[src/rtl/scan_flash_bridge.sv]
module scan_flash_bridge #(
  parameter int LEN_W = 32
) (
  input  logic tck,
  input  logic tlr,
  input  logic sel,
  input  logic capture_dr,
  input  logic shift_dr,
  input  logic update_dr,
  input  logic tdi,
  output logic tdo,
  output logic sclk,
  output logic cs_n,
  output logic mosi,
  input  logic miso
);
  localparam int CNT_W = $clog2(LEN_W);

  typedef enum logic [1:0] {HUNT, HDR, XFER, DONE} st_t;

  st_t              st;
  logic [CNT_W-1:0] hdr_cnt;
  logic [LEN_W-1:0] hdr_sr, remain;
  logic             bit_valid, tdi_q, dr, en;

  wire              live    = sel & shift_dr & ~capture_dr & ~update_dr;
  wire              leave   = ~sel | capture_dr | update_dr;
  wire [LEN_W-1:0]  hdr_val = {hdr_sr[LEN_W-2:0], tdi};
  wire              hdr_last = (hdr_cnt == CNT_W'(LEN_W-1));

  always_ff @(posedge tck or posedge tlr) begin
    if (tlr) begin
      st        <= HUNT;
      hdr_cnt   <= '0;
      hdr_sr    <= '0;
      remain    <= '0;
      bit_valid <= 1'b0;
      tdi_q     <= 1'b0;
      dr        <= 1'b0;
    end else begin
      bit_valid <= (st == XFER) && live;
      tdi_q     <= tdi;
      dr        <= en ? miso : tdi;
      if (leave) st <= HUNT;
      else begin
        case (st)
          HUNT: if (shift_dr && tdi) begin
            st      <= HDR;
            hdr_cnt <= '0;
          end
          HDR: if (!shift_dr) st <= HUNT;
          else begin
            hdr_sr  <= hdr_val;
            hdr_cnt <= hdr_cnt + 1'b1;
            if (hdr_last) begin
              remain <= hdr_val;
              st     <= (hdr_val == '0) ? DONE : XFER;
            end
          end
          XFER: if (!shift_dr) st <= HUNT;
          else begin
            remain <= remain - 1'b1;
            if (remain == LEN_W'(1)) st <= DONE;
          end
          default: ;
        endcase
      end
    end
  end

  always_ff @(negedge tck or posedge tlr) begin
    if (tlr) begin
      en   <= 1'b0;
      cs_n <= 1'b1;
      mosi <= 1'b0;
      tdo  <= 1'b0;
    end else begin
      en   <= bit_valid;
      cs_n <= ~bit_valid;
      mosi <= tdi_q;
      tdo  <= dr;
    end
  end

  assign sclk = tck & en;

  AST_CAPTURE_RELEASES_CS: assert property (@(posedge tck) disable iff (tlr)
    capture_dr |=> cs_n) else $error("capture did not release CS_N");

  AST_DESELECT_TO_HUNT: assert property (@(posedge tck) disable iff (tlr)
    !sel |=> (st == HUNT)) else $error("deselect did not reset parser");

  AST_XFER_COUNT_LIVE: assert property (@(posedge tck) disable iff (tlr)
    (st == XFER) |-> (remain != '0)) else $error("transfer with no count left");

  AST_ZERO_LEN_SKIPS: assert property (@(posedge tck) disable iff (tlr)
    (st == HDR && live && hdr_last && hdr_val == '0) |=> (st == DONE && cs_n))
    else $error("zero length opened a transfer");

  AST_SHIFT_LOSS_ABORTS: assert property (@(posedge tck) disable iff (tlr)
    (st == XFER && !leave && !shift_dr) |=> (st == HUNT && cs_n))
    else $error("early shift exit did not abort");

endmodule

[config.mk]
export PLATFORM = sky130hd
export DESIGN_NAME = scan_flash_bridge
export DESIGN_NICKNAME = d
export VERILOG_FILES = /design/src/rtl/scan_flash_bridge.sv
export SDC_FILE = /design/constraint.sdc
export NUM_CORES = 1
export LEC_CHECK = 0
export ABC_AREA = 1
export BUFFER_PORTS_ARGS = -buffer_cell sky130_fd_sc_hd__buf_2
export CAP_MARGIN = 20
export CORE_ASPECT_RATIO = 0.6
export CORE_MARGIN = 1
export CORE_UTILIZATION = 45
export DETAILED_ROUTE_END_ITERATION = 8
export HOLD_SLACK_MARGIN = 0.1
export PLACE_DENSITY = 0.67
export SLEW_MARGIN = 25
export SYNTH_ARGS = -nofsm -noshare
export SYNTH_HDL_FRONTEND = slang
export SYNTH_SLANG_ARGS = --single-unit
export TNS_END_PERCENT = 100
[constraint.sdc]
create_clock -name tck -period 4 [get_ports tck]
set_clock_uncertainty 0.15 [all_clocks]
set_input_delay 0.2 -clock tck [delete_from_list [all_inputs] [get_ports tck]]
set_output_delay 0.2 -clock tck [all_outputs]
set_load 0.01 [all_outputs]
Word level (Yosys, flattened, before mapping):

Index checks and enable logic that the tools add are counted.

* register bits after elaboration: 77
* input bits: 8
* output and inout port bits: 4

* $add $sub $neg: 2
* equal/unequal tests: 11
* multiplexer cells: 16
* bitwise logic cells: 11
* reductions and logical operators: 11

Operator list (number)
* $mux W32: 3
* $pmux W32 S2: 1
* $eq A32 B1 Y1 const B: 1
* $logic_not A32 Y1: 1
* $sub A32 B1 Y32 const B: 1
* $mux W2: 6
* $mux W5: 2
* $pmux W5 S2: 1
* $ne A2 B2 Y1 const B: 4
* $reduce_and A4 Y1: 2
* $pmux W2 S3: 1
* $add A5 B1 Y5 const B: 1
* $eq A5 B5 Y1 const B: 1
* $not A1 Y1: 5
* $reduce_and A5 Y1: 1
* $and A1 B1 Y1: 4
* $ne A4 B3 Y1 const B: 1
* $ne A4 B4 Y1 const B: 1
* $reduce_bool A2 Y1: 2
* $reduce_bool A4 Y1: 1
* $ne A3 B3 Y1 const B: 1
* $reduce_and A3 Y1: 1
* $eq A2 B1 Y1 const B: 1
* $eq A2 B2 Y1 const B: 1
* 4 further kinds: 7

Longest topological paths before layout:

* depth after elaboration: 6
* depth in mapped cells: 14
* mapped depth without buffers: 13

==> impl_metrics.tcl <==
set metrics [dict create \
    dieWidth_um 132 \
    r2r_start "en" \
    die_area_mm2 0.0105 \
    crit_family "flip-flops" \
    nets 668 \
    yosysWarnings 0 \
    p_comb_share_pct 7.9 \
    drive_above_1_share_pct 10.3 \
    synthTopCellsByArea "dfrtp_1 (40%), nand2_1 (14%), nor2_1 (7.3%), inv_1 (7.1%), o21ai_0 (6.2%)" \
    switchingPower_uw 504 \
    cellLeakagePower_uw 0.00244 \
    worstSetupPathType "reg -> out" \
    gr-total-overflow 0 \
    outcome "finished, final reports clean" \
    drc_errors 0 \
    synth-xor-area-share_pct 0.773 \
    syn_avg_cell_area_um2 7.11 \
    cap_violations 0 \
    post_cts_buffers 0 \
    hpwl_um 8290 \
    start_util_pct 47.9 \
    use_met2_pct 32.3 \
    layout_common_cells "nand2_1 (164), nor2_1 (88), inv_1 (85), dfrtp_1 (73), o21ai_0 (56)" \
    die_h_um 79.7 \
    p_sw_share_pct 23.8 \
    yosysSeqAreaShare_pct 42.6 \
    finalHoldViolations 0 \
    synthAdderAreaFrac_pct 1.93 \
    netlist_instances 637 \
    core_mm2 0.00946 \
    routed_via_density 5.26 \
    ir_worst_vdd_mv 0.275 \
    setup_viol_count_final 0 \
    cp.buffers_inverters 2 \
    path_max_fanout 3 \
    endpoint_kind "primary output" \
    finalInstanceArea_mm2 0.00515 \
    cts_tree "done" \
    layout_commonest_cell "nand2_1" \
    gp_congestion 0.960 \
    syn_nets 652 \
    syn-cell-area_mm2 0.00453 \
    required_ps 3650 \
    synth_top_cell_area_share_pct 40.3 \
    synth_top_family_by_area "simple AND/OR/NAND/NOR gates" \
    worst_setup_path_start_kind "register" \
    pwr-share-seq_pct 40.7 \
    port_buffers 11 \
    drtIter0Drc 392 \
    dr.pass1.iters 5 \
    final.setup.worst_slack_ps 508 \
    rows 27 \
    yosys.area_share.simple_pct 30.3 \
    power.density_mw_per_mm2 412 \
    cp-startpoint "en" \
    max_stage_delay_ps 430 \
    synth_seq_cells 77 \
    routed_wl_um 11700 \
    fin_setup_tns_ps 0 \
    yosysTopAreaCell "dfrtp_1" \
    arrival_ps 3140 \
    worst_pin_slew_ps 742 \
    maxSlewHeadroom_pct 50.5 \
    grt_pass1_vias 3785 \
    clock_latency_ps 480 \
    grtUsageMet3_pct 8.57 \
    post-route-util_pct 54.4 \
    total_power_uw 2120 \
    antenna_found_initial 0 \
    crit_chain "nand2_1, inv_1, buf_2" \
    seq_area_mm2 0.00193 \
    hp-class "in -> reg" \
    ys_types 41 \
    fillers 907 \
    place_area_mm2 0.00466 \
    grt_usage_pct 24.5 \
    grt_first_pass_wirelength_um 19200 \
    dp_slack_ps 1030 \
    rsz0062_at_grt "no" \
    clkTransAtPathRegs_ps 60 \
    r2r_slack_ps 1170 \
    use_met1_pct 36.5 \
    antennaDiodeCount 0 \
    intPower_uw 1620 \
    top_usage_layer "met1" \
    dr_total_vias 4147 \
    ant_nets 0 \
    io_pins 12 \
    synth-compound-area-share_pct 14.2 \
    grt_max_degree 63 \
    report.final.slew_viol_count 0 \
    area_delta_synth_final_pct 13.7 \
    hp-start "update_dr" \
    crit_slowest_cell "dfrtn_1" \
    synthMuxAreaShare_pct 0 \
    wl_per_cell_um 14.9 \
    pwr-share-clk_pct 51.4 \
    multi_input_area_mm2 0.00214 \
]
[cells by family (layout without fill, tap and decap cells)]
group	after synthesis	after routing
adders and majority gates	7	7
xor gates and xnor gates	4	4
buffers and inverters	111	132
and+or+nand+nor	322	322
AOI/OAI and AO/OA	116	116
DFF	77	77
[per-layer routing]
layer	up-vias	part of all wire [%]
met2	176	37
li1	2044	-
met3	13	9.9
met5	-	0
met1	1914	51
met4	0	1.1
[flip-flops by register name (all words and copies together), names as in the netlist]
name,flops
cs_n,1
tdi_q,1
remain,32
dr,1
st,2
bit_valid,1
en,1
hdr_cnt,5
hdr_sr,31
tdo,1
mosi,1
[through the flow]
step | hold slack (ps) | instances
floorplan | 81.4 | 637
global placement | 121 | 762
detailed placement | 129 | 762
CTS | 101 | 788
global route | 134 | 788
finish | 96.7 | 788
[tightest hold or removal path, cell delays in order]
cell and delay (ps):
buf_2 80, inv_1 40, nand2_2 150, a21oi_1 60, nand4_1 90, nand2_1 50
[Yosys cell counts, drive strengths merged]
cell type / number
nand2: 171
nor2: 98
inv: 90
dfrtp: 73
o21ai: 72
nand3: 36
a21oi: 33
buf: 15
ha: 7
nor3: 7
clkbuf: 6
nand4: 5
dfrtn: 3
o211ai: 3
xor2: 3
a21boi: 2
a22oi: 2
and2: 2
nor3b: 2
o22ai: 2
a31oi: 1
dfstp: 1
nand3b: 1
o21bai: 1
xnor2: 1
[path summary, 6_finish.rpt]
kind | end | cells past startpoint
min in group asynchronous | hdr_sr[6] | 3
worst min-delay path | st[1] | 6
worst max-delay path | sclk | 3
worst min register to register | hdr_sr[25] | 2
worst max register to register | dr | 2
max in group asynchronous | cs_n | 3
[repair_timing]
action	4_1_cts	5_1_grt
hold endpoints to repair	26	0
hold buffers	7	0
resized for setup	0	0
[power groups by stage]
| stage | Combinational, µW | Clock (µW) | Sequential, µW |
|---|---|---|---|
| 2_1_floorplan | 120 | 3.13 | 865 |
| 3_3_place_gp | 154 | 3.13 | 875 |
| 3_5_place_dp | 161 | 3.13 | 876 |
| 4_1_cts | 167 | 1110 | 863 |
| 5_1_grt | 193 | 1140 | 869 |
| 6_report | 167 | 1090 | 864 |
[layout make-up]
class                      instances  share of cell area [%]
multi-input combinational        449                    41.5
sequential                        77                    37.4
inverter                          88                    6.49
clock buffer                      14                    6.00
tap                              130                    3.16
timing repair buffer              22                    3.06
clock inverter                     8                    2.31
Note: power is estimated with default switching activity, not from simulation.
